$ cat src/rtl/gpio_pkg.sv
package gpio_pkg;
    typedef enum logic [1:0] {
        ADDR_PINS  = 2'd0,
        ADDR_LATCH = 2'd1,
        ADDR_DIR   = 2'd2,
        ADDR_CFG   = 2'd3
    } gpio_addr_e;

    localparam int CODE_W = 4;
    localparam logic [CODE_W-1:0] CODE_ALL_DIG_A = 4'd6;
    localparam logic [CODE_W-1:0] CODE_ALL_DIG_B = 4'd7;
endpackage

$ cat src/rtl/gpio_sync.sv
module gpio_sync #(
    parameter int W = 8
) (
    input  logic         clk,
    input  logic         rst_n,
    input  logic [W-1:0] d,
    output logic [W-1:0] q
);
    logic [W-1:0] stage1_q;
    logic [W-1:0] stage2_q;

    always_ff @(posedge clk or negedge rst_n) begin
        if (!rst_n) begin
            stage1_q <= '0;
            stage2_q <= '0;
        end else begin
            stage1_q <= d;
            stage2_q <= stage1_q;
        end
    end

    assign q = stage2_q;
endmodule

$ cat src/rtl/gpio_regs.sv
module gpio_regs
    import gpio_pkg::*;
#(
    parameter int W = 8
) (
    input  logic              clk,
    input  logic              rst_n,
    input  logic              we,
    input  gpio_addr_e        addr,
    input  logic [W-1:0]      wdata,
    output logic [W-1:0]      dir_q,
    output logic [W-1:0]      lat_q,
    output logic              pu_dis_q,
    output logic [CODE_W-1:0] code_q
);
    always_ff @(posedge clk or negedge rst_n) begin
        if (!rst_n) begin
            dir_q    <= '1;
            lat_q    <= '0;
            pu_dis_q <= 1'b1;
            code_q   <= '0;
        end else if (we) begin
            unique case (addr)
                ADDR_PINS, ADDR_LATCH: lat_q <= wdata;
                ADDR_DIR:              dir_q <= wdata;
                ADDR_CFG: begin
                    pu_dis_q <= wdata[W-1];
                    code_q   <= wdata[CODE_W-1:0];
                end
            endcase
        end
    end
endmodule

$ cat src/rtl/gpio_pad_ctl.sv
module gpio_pad_ctl #(
    parameter int W      = 8,
    parameter int OD_PIN = 4
) (
    input  logic [W-1:0] dir,
    input  logic [W-1:0] lat,
    input  logic         pu_dis,
    output logic [W-1:0] oe,
    output logic [W-1:0] out,
    output logic [W-1:0] pu
);
    for (genvar i = 0; i < W; i++) begin : g_pin
        if (i == OD_PIN) begin : g_od
            // drives only low; a latch 1 floats the pin
            assign oe[i]  = ~dir[i] & ~lat[i];
            assign out[i] = 1'b0;
        end else begin : g_pp
            assign oe[i]  = ~dir[i];
            assign out[i] = lat[i];
        end
        assign pu[i] = dir[i] & ~pu_dis;
    end
endmodule

$ cat src/rtl/gpio_port.sv
module gpio_port
    import gpio_pkg::*;
#(
    parameter int W      = 8,
    parameter int OD_PIN = 4
) (
    input  logic         clk,
    input  logic         rst_n,
    input  logic         bus_we,
    input  logic [1:0]   bus_addr,
    input  logic [W-1:0] bus_wdata,
    output logic [W-1:0] bus_rdata,
    input  logic [W-1:0] pin_in,
    output logic [W-1:0] pin_oe,
    output logic [W-1:0] pin_out,
    output logic [W-1:0] pull_en
);
    localparam int HALF = W / 2;
    localparam logic [W-1:0] LOW_HALF = {{(W-HALF){1'b0}}, {HALF{1'b1}}};

    gpio_addr_e        addr_e;
    logic [W-1:0]      dir_q;
    logic [W-1:0]      lat_q;
    logic              pu_dis_q;
    logic [CODE_W-1:0] cfg_code;
    logic [W-1:0]      pins_sync;
    logic [W-1:0]      analog_mask;
    logic [W-1:0]      cfg_view;

    assign addr_e = gpio_addr_e'(bus_addr);

    gpio_regs #(.W(W)) u_regs (
        .clk      (clk),
        .rst_n    (rst_n),
        .we       (bus_we),
        .addr     (addr_e),
        .wdata    (bus_wdata),
        .dir_q    (dir_q),
        .lat_q    (lat_q),
        .pu_dis_q (pu_dis_q),
        .code_q   (cfg_code)
    );

    gpio_sync #(.W(W)) u_sync (
        .clk   (clk),
        .rst_n (rst_n),
        .d     (pin_in),
        .q     (pins_sync)
    );

    gpio_pad_ctl #(.W(W), .OD_PIN(OD_PIN)) u_pad (
        .dir    (dir_q),
        .lat    (lat_q),
        .pu_dis (pu_dis_q),
        .oe     (pin_oe),
        .out    (pin_out),
        .pu     (pull_en)
    );

    always_comb begin
        if (cfg_code == CODE_ALL_DIG_A || cfg_code == CODE_ALL_DIG_B)
            analog_mask = '0;
        else if (cfg_code[CODE_W-1])
            analog_mask = LOW_HALF;
        else
            analog_mask = '1;
    end

    assign cfg_view = {pu_dis_q, {(W-1-CODE_W){1'b0}}, cfg_code};

    always_comb begin
        unique case (addr_e)
            ADDR_PINS:  bus_rdata = pins_sync & ~analog_mask;
            ADDR_LATCH: bus_rdata = lat_q;
            ADDR_DIR:   bus_rdata = dir_q;
            ADDR_CFG:   bus_rdata = cfg_view;
        endcase
    end
endmodule

$ cat config.mk
export PLATFORM = sky130hd
export DESIGN_NAME = gpio_port
export DESIGN_NICKNAME = d
export VERILOG_FILES = /design/src/rtl/gpio_pkg.sv /design/src/rtl/gpio_sync.sv /design/src/rtl/gpio_regs.sv /design/src/rtl/gpio_pad_ctl.sv /design/src/rtl/gpio_port.sv
export SDC_FILE = /design/constraint.sdc
export NUM_CORES = 1
export LEC_CHECK = 0
export CAP_MARGIN = 20
export CORE_ASPECT_RATIO = 1.5
export CORE_UTILIZATION = 45
export CTS_CLUSTER_DIAMETER = 40
export DETAILED_ROUTE_END_ITERATION = 10
export PLACE_DENSITY = 0.83
export SKIP_LAST_GASP = 1
export SYNTH_ARGS = -nofsm -noshare
export SYNTH_HDL_FRONTEND = slang
export SYNTH_SLANG_ARGS = --single-unit
$ cat constraint.sdc
create_clock -name clk -period 1.4 [get_ports clk]
set_clock_uncertainty 0.05 [all_clocks]
set_input_delay 0.35 -clock clk [delete_from_list [all_inputs] [get_ports clk]]
set_output_delay 0.35 -clock clk [all_outputs]
set_load 0.01 [all_outputs]
After elaboration in Yosys (flattened, before gate mapping)

Cells that the tools add are included.
Widths: inputs -> output; s select.

Flip-flop bits (word level): 37
Output and inout port bits: 32

Equality and inequality tests: 5
Mux-type cells: 3
Bitwise gates (word level): 21
Reduce and logical (&&, ||, !) cells: 6

Operators with widths:

| cell               | number |
|---|---|
| $pmux 8 s4         | 1 |
| $mux 8             | 2 |
| $not 1->1          | 10 |
| $and 1x1->1        | 9 |
| $and 8x8->8        | 1 |
| $eq 4x3->1 const B | 2 |
| $not 8->8          | 1 |
| $reduce_and 2->1   | 3 |
| $eq 2x2->1 const B | 2 |
| $eq 2x1->1 const B | 1 |
| $logic_not 2->1    | 1 |
| $reduce_or 2->1    | 1 |
| $logic_or 1x1->1   | 1 |

Logic depth before layout (Yosys ltp)

Gate-level depths: netlist of run 1.

Word-level depth: 6
Gate-level depth with buffers: 4

Hierarchy

Synthesis of run 1 repeated with hierarchy kept, for this count alone.

Cells, all modules: 120
Area, all modules: 1676.6 um^2

By module, submodules not included:

| module       | times used | cells an instance | area an instance (um^2) |
|---|---|---|---|
| gpio_regs    | 1          | 46                | 883.3 |
| gpio_sync    | 1          | 16                | 400.4 |
| gpio_port    | 1          | 33                | 249.0 |
| gpio_pad_ctl | 1          | 25                | 143.9 |

Worst setup path after synthesis of run 1

Ideal clock, no wire load.

Path type: reg-to-output
From: reg u_regs.pu_dis_q
To: out bus_rdata[7]
Arrival: 1.095 ns
Required time: 1.000 ns
Path slack: -0.095 ns
Cell stages (with the launch flop): 4
Cells stage by stage: dfstp_2 -> clkbuf_1 -> mux2i_1 -> a22oi_1

Cells in the longest elaborated chain, start to end: 1

Ends and longest elaborated chain:

| what                   | RTL line        | RTL |
|---|---|---|
| start, declared        | gpio_regs.sv:13 | `output logic pu_dis_q,` |
| start signal, assigned | gpio_regs.sv:27 | `pu_dis_q <= wdata[W-1];` |
| $pmux 8 s4             | gpio_port.sv:72 | `unique case (addr_e)` |
| end, declared          | gpio_port.sv:12 | `output logic [W-1:0] bus_rdata,` |

No other way between the ends.

Final worst setup path of run 1

From: reg u_regs.code_q[1]
To: out bus_rdata[3]

Cells in the longest elaborated chain, start to end: 6
Elaborated cells between the ends (all ways): 7
Classes of those cells: 2 x eq/ne; 2 x mux; 2 x bitwise; 1 x reduce/logical

Ends and longest elaborated chain:

| what                   | RTL line        | RTL |
|---|---|---|
| start, declared        | gpio_regs.sv:14 | `output logic [CODE_W-1:0] code_q` |
| start signal, assigned | gpio_regs.sv:28 | `code_q <= wdata[CODE_W-1:0];` |
| $eq 4x3->1             | gpio_port.sv:61 | `if (cfg_code == CODE_ALL_DIG_A \|\| cfg_code == CODE_ALL_DIG_B)` |
| $logic_or 1x1->1 (*)   | gpio_port.sv:61 |  |
| $mux 8 (*)             | gpio_port.sv:61 |  |
| $not 8->8 (*)          | gpio_port.sv:73 | `ADDR_PINS: bus_rdata = pins_sync & ~analog_mask;` |
| $and 8x8->8 (*)        | gpio_port.sv:73 |  |
| $pmux 8 s4 (*)         | gpio_port.sv:72 |  |

Mark *: on every way between the ends. The rest lies on a longest branch, timed or not.

==> impl_metrics.csv, run 1 <==
group,metric,value,unit
worst_setup_path,cp_data_arrival_time,1.46,ns
finish,nNetsFinal,232,
synth,synth_compound_area_share,7.544,%
placed_design,preCtsSetupSlack,-1.047,ns
pwr,comb_power_share,35.0,%
worst_hold_path,hp-start,"u_sync.stage1_q[4]$_DFF_PN0_",
detailed_routing,wl_per_cell,18.13,um
finish,antenna_cells,0,
clock_network,cts_tree,"yes",
job,drv_cap,0,
worst_setup_path,worstPathCellList,"and4bb_4 -> a221oi_4 -> a21oi_2 -> buf_2",
run_status,violations,"setup timing",
clock_network,cts.sinks,37,
grt,track_usage,25.66,%
synth,yosys.area_share.xor_xnor,0,%
worst_setup_path,required,1.00,ns
grt,grt_start_max_net_pins,38,
clock_network,root_buffer,"clkbuf_8",
worst_setup_path,critPathKind,"flop to primary output",
pwr,switching_share,28.49,%
pwr,power_switching,1015,uW
synth,seq_area_frac_synth,57.66,%
die,die-area,3861,um2
placed_design,dp_hpwl,2.653,mm
placed_design,placedInstanceArea,2323,um2
sta,hold_violations,0,
placed_design,dp.cells,231,
synth,synth_top_family_by_area,"multiplexers",
detailed_routing,antenna_left,0,
worst_setup_path,cpMaxStageDelayCell,"dfrtp_1",
die,initial_utilization,47.58,%
synth,syn-cell-area,1625,um2
grt,grt_pass1_wl,6.789,mm
die,io_pins,53,
synth,ys_types,24,
detailed_routing,firstDrtPassIters,4,
grt,overflow,0,
sta,slew_violations,0,
placed_design,io_buffers,51,
finish,final_cells,254,
clock_network,cts_made_buffers,5,
grt,grt_pass1_vias,1405,
sta,worst_slack,-0.4607,ns
worst_setup_path,crit_family,"flip-flops",
synth,ys_ff_latch,37,
pwr,p_leak,0.001250,uW
die,die_x,51.07,um
worst_hold_path,whs_path_depth,0,
worst_setup_path,setup.worst_path.start_class,"flop",
pwr,seq_power_share,37.4,%
detailed_routing,drc,0,
worst_setup_path,critPathMaxFanout,4,
synth,ys.warnings.count,0,
detailed_routing,totalWireLength,4.605,mm
sta,fin_crit,1.861,ns
die,die_y,75.61,um
run_status,outcome,"complete, but fails checks",
finish,drive_above_1_share,68.40,%
synth,synth.net_count,143,
synth,yosys-mux-area-fraction,19.48,%
detailed_routing,via_per_inst,5.075,
clock_network,h-tree-depth,2,
finish,multiInputGateArea,689.4,um2
pwr,power_frac_clock,27.6,%
pwr,power_density,1328,nW/um2
synth,avgSynthCellArea,13.32,um2
worst_setup_path,cp-end-kind,"primary output",
worst_setup_path,cp-startpoint,"u_regs.code_q[1]$_DFFE_PN0P_",
grt,antenna_found_initial,0,
pwr,ir_drop,1.131,mV
synth,synth-simple-area-share,7.467,%
finish,area_growth,65.13,%
detailed_routing,first_iter_violations,32,
die,rows,26,
finish,final_cell_mix,"33 x buf_6, 28 x dfrtp_1, 24 x buf_4, 18 x buf_2, 17 x clkdlybuf4s50_1",
worst_setup_path,max_stage_delay,0.42,ns
sta,setup_viol,24,
detailed_routing,vias,1289,
sta,rsz0062_at_grt,"true",
worst_setup_path,crit_cells,4,
placed_design,gp_congestion,0.8321,
clock_network,path_clk_slew,0.08,ns
worst_setup_path,crit_buf_inv,1,
die,core,3416,um2
worst_setup_path,ff2ff_path_depth,4,
synth,synth_fa_ha_area_share,0,%
sta,max_freq,0.5374,GHz
worst_hold_path,min-delay-path-class,"flop to flop",
clock_network,clk_latency,0.30,ns
sta,fin_crit_sh,132.9,%
worst_setup_path,regToRegStartpoint,"u_regs.pu_dis_q$_DFFE_PN1P_",
clock_network,clockBufferDepth,2,
finish,final_common_cell,"buf_6",
synth,synth_cells,122,
finish,design_area,2684,um2
finish,seq_area,937.1,um2
finish,fill_cells,188,
pwr,p_int,2548,uW
[final cells by class]
class                   count  area share (%)
flip-flops and latches     37           34.92
repair buffers             96           31.89
multi-input cells          64           25.69
clock buffers               6           3.077
well taps                  42           1.958
clock inverters             2           1.399
inverters                   7           1.072
[metrics by stage]
stage	utilization [%]	hold WS, ns	TNS (ns)	power [uW]
5_1_grt	78.57	0.3053	-7.118	3717
3_3_place_gp	68.02	0.2701	-19.28	2288
6_report	78.57	0.3004	-6.151	3563
3_5_place_dp	68.02	0.2737	-20.75	2324
4_1_cts	73.85	0.3016	-5.716	3356
2_1_floorplan	-	0.004409	0	1737
[power groups by stage]
stage               clock, uW  sequential (uW)  combinational, uW
floorplan                   0             1310                425
global placement            0             1320                969
detailed placement          0             1320               1000
CTS                       990             1320               1050
global route             1050             1350               1320
finish                    983             1330               1250
[worst reg2reg max path, cell delays in order (launching register included)]
cell,delay (ns)
dfstp_2,0.39
buf_6,0.14
buf_6,0.11
buf_4,0.12
mux2_2,0.27
[worst paths after layout]
kind / to / slack (ns)
max: bus_rdata[3] / -0.46
max in group asynchronous: u_regs.dir_q[5]$_DFFE_PN1P_ / 0.55
min reg2reg: u_sync.q[4]$_DFF_PN0_ / 0.30
max reg2reg: u_regs.pu_dis_q$_DFFE_PN1P_ / 0.25
min in group asynchronous: u_sync.stage1_q[1]$_DFF_PN0_ / 0.49
min: u_sync.q[4]$_DFF_PN0_ / 0.30
[flip-flops by register name (all words and copies together), names as in the netlist]
register	cells
u_regs.code_q	4
u_sync.stage1_q	8
u_regs.lat_q	8
u_regs.dir_q	8
u_regs.pu_dis_q	1
u_sync.q	8
[per-layer routing]
metal | up-vias | wire [um] | GRT usage [%]
li1 | 589 | - | -
met4 | 0 | 184 | 17.59
met3 | 15 | 167 | 6.986
met2 | 41 | 2578 | 43.57
met5 | - | 0 | 0
met1 | 644 | 1674 | 27.74
[what timing repair did]
item / CTS / global route
pin swaps: 9 / 10
endpoints found under the hold margin: 28 / 0
hold buffers: 1 / 0
setup buffers: 11 / 4
resized for setup: 165 / 37
gates cloned: 1 / 0
endpoints found under the setup margin: 52 / 34
[logic make-up after synthesis]
kind of cell,count (synthesis)
multiplexers,26
flip-flops,37
AND/OR/NAND/NOR,18
other,1
AO/OA/AOI/OAI,19
buffers and inverters,21
[synth_stat cells (all sizes together)]
| cell | count | area, um2 |
|---|---|---|
| conb | 1 | 3.750 |
| a21boi | 2 | 15.01 |
| dfrtp | 28 | 700.7 |
| buf | 13 | 93.83 |
| a21oi | 8 | 40.04 |
| nand2b | 1 | 6.260 |
| o21ai | 2 | 10.01 |
| and4bb | 1 | 12.51 |
| nor2 | 8 | 30.03 |
| dfstp | 9 | 236.5 |
| clkbuf | 1 | 3.750 |
| a221oi | 4 | 35.03 |
| mux2i | 5 | 50.05 |
| mux2 | 21 | 266.5 |
| inv | 7 | 26.28 |
| nor2b | 2 | 12.51 |
| a21o | 1 | 7.510 |
| a22oi | 2 | 15.01 |
| nand3b | 5 | 50.05 |
| nand3 | 1 | 10.01 |
Note: power is estimated with default switching activity, not from simulation.
==> run 2, diff against run 1 <==
Settings changed: CORE_UTILIZATION 45 to 41, PLACE_DENSITY 0.83 to 0.8.
Clock period 1.4 ns to 1.6 ns, I/O delays scaled along.
==> impl_metrics.csv, run 2 (synthesis results as in run 1) <==
group,metric,value,unit
grt,track_usage,23.99,%
die,die_x,53.41,um
detailed_routing,m1WireLength,1.638,mm
detailed_routing,first_iter_violations,12,
detailed_routing,vias,1317,
finish,final_cell_mix,"28 x dfrtp_1, 25 x buf_4, 21 x buf_6, 18 x clkdlybuf4s50_1, 14 x buf_2",
pwr,comb_power_share,36.6,%
placed_design,dp_hpwl,2.778,mm
sta,max_freq,0.5085,GHz
sta,setup_viol,19,
clock_network,cts_tree,"yes",
placed_design,io_buffers,51,
worst_setup_path,cp_data_arrival_time,1.52,ns
pwr,seq_power_share,40.5,%
sta,worst_slack,-0.3666,ns
worst_setup_path,setup.worst_path.start_class,"flop",
detailed_routing,drc,0,
die,die_y,79.11,um
die,io_pins,53,
pwr,power_switching,820.2,uW
finish,fill_cells,264,
sta,hold_violations,0,
pwr,power_density,1083,nW/um2
sta,slew_violations,0,
worst_setup_path,critPathKind,"flop to primary output",
detailed_routing,firstDrtPassIters,4,
pwr,power_frac_clock,22.9,%
detailed_routing,totalWireLength,4.497,mm
clock_network,clk_latency,0.28,ns
sta,fin_crit,1.967,ns
clock_network,cts_made_buffers,5,
worst_setup_path,cpMaxStageDelayCell,"dfrtp_1",
die,initial_utilization,43.74,%
detailed_routing,via_per_inst,5.206,
pwr,p_int,2046,uW
clock_network,clockBufferDepth,2,
sta,setup-tns-final,-3.027,ns
clock_network,path_clk_slew,0.07,ns
finish,nNetsFinal,230,
pwr,p_leak,0.001252,uW
detailed_routing,antenna_left,0,
worst_hold_path,min-delay-path-class,"flop to flop",
finish,drive_above_1_share,61.43,%
pwr,ir_drop,0.9408,mV
run_status,violations,"setup timing",
worst_setup_path,required,1.15,ns
sta,fin_crit_sh,122.9,%
finish,final_cells,253,
grt,grt_pass1_wl,7.100,mm
detailed_routing,top_layer,"met4",
die,rows,27,
clock_network,cts.sinks,37,
worst_setup_path,cp-end-kind,"primary output",
placed_design,dp.cells,231,
die,die-area,4225,um2
grt,overflow,0,
worst_setup_path,worstPathCellList,"and4bb_2 -> buf_6 -> a221oi_2 -> a21oi_1 -> buf_2",
pwr,switching_share,28.62,%
finish,final_common_cell,"dfrtp_1",
placed_design,gp_congestion,0.8192,
detailed_routing,wl_per_cell,17.77,um
clock_network,root_buffer,"clkbuf_8",
finish,area_growth,62.82,%
detailed_routing,wl_met3,192,um
job,drv_cap,0,
clock_network,h-tree-depth,2,
run_status,outcome,"complete, but fails checks",
worst_setup_path,critPathMaxFanout,3,
die,core,3716,um2
grt,grt_pass1_vias,1435,
grt,grt_start_max_net_pins,38,
finish,antenna_cells,0,
detailed_routing,wl_met2,2.601,mm
sta,rsz0062_at_grt,"true",
worst_setup_path,max_stage_delay,0.39,ns
grt,antenna_found_initial,0,
==> run 2: cell types whose count changed in the layout (fill, tap and decap cells not counted), sizes merged <==
cell,before,now
clkinvlp,1,0
clkdlybuf4s50,17,18
clkdlybuf4s15,0,1
bufinv,1,0
clkbuf,7,9
dlygate4sd2,1,8
bufbuf,0,1
buf,76,65
dlygate4sd3,1,0
==> run 2: worst paths after layout <==
path | cells past startpoint | endpoint | slack (ns) | startpoint
min reg2reg | 0 | u_sync.q[6]$_DFF_PN0_ | 0.30 | u_sync.stage1_q[6]$_DFF_PN0_
min in group asynchronous | 2 | u_regs.code_q[1]$_DFFE_PN0P_ | 0.45 | rst_n
max in group asynchronous | 2 | u_regs.dir_q[5]$_DFFE_PN1P_ | 0.81 | rst_n
min | 0 | u_sync.q[6]$_DFF_PN0_ | 0.30 | u_sync.stage1_q[6]$_DFF_PN0_
max reg2reg | 3 | u_regs.code_q[2]$_DFFE_PN0P_ | 0.52 | u_regs.code_q[2]$_DFFE_PN0P_
max | 5 | bus_rdata[0] | -0.37 | u_regs.code_q[1]$_DFFE_PN0P_
==> run 2: worst max-delay path: cells and delay by family, from the launching register on <==
kind                   cells  cell delay [ns]
AOI/OAI and AO/OA          2             0.31
DFF                        1             0.39
buffers and inverters      2             0.27
and+or+nand+nor            1             0.27
==> run 2: metal layers <==
layer  vias up  global-route usage (%)
met1       678                   25.42
met4         0                   5.789
met3         8                   4.789
li1        585                       -
met2        46                   45.75
met5         -                       0
==> run 2: area by class of cell <==
class	count	area [um2]	area share (%)
clock buffers	8	90.09	3.404
well taps	43	53.80	2.033
repair buffers	94	877.1	33.14
flip-flops and latches	37	937.1	35.41
multi-input cells	64	659.4	24.92
inverters	7	28.78	1.087
==> run 2: power by group through the flow <==
stage	Combinational [uW]	Sequential (uW)	Clock [uW]
final	1050	1160	656
after global routing	1110	1170	716
after CTS	893	1150	667
after detailed placement	882	1160	0
after global placement	854	1150	0
after floorplan	369	1150	0
==> run 2: metrics by stage <==
stage	total power, uW	area, um2	utilization, %	hold WS [ns]	setup slack, ns
floorplan	1517	1625	-	0.05441	0.05456
global placement	2009	2335	62.83	0.2823	-0.8603
detailed placement	2043	2335	62.83	0.2847	-0.8963
CTS	2715	2509	67.51	0.3007	-0.3619
global route	3000	2646	71.21	0.3106	-0.4206
finish	2866	2646	71.21	0.2991	-0.3666
==> run 2: repair_timing <==
item                       in CTS  in global routing
setup buffers                  11                  4
hold buffers                    0                  0
pin swaps                       8                 10
gates resized for setup       133                 37
setup endpoints to repair      39                 29
cloned                          1                  0
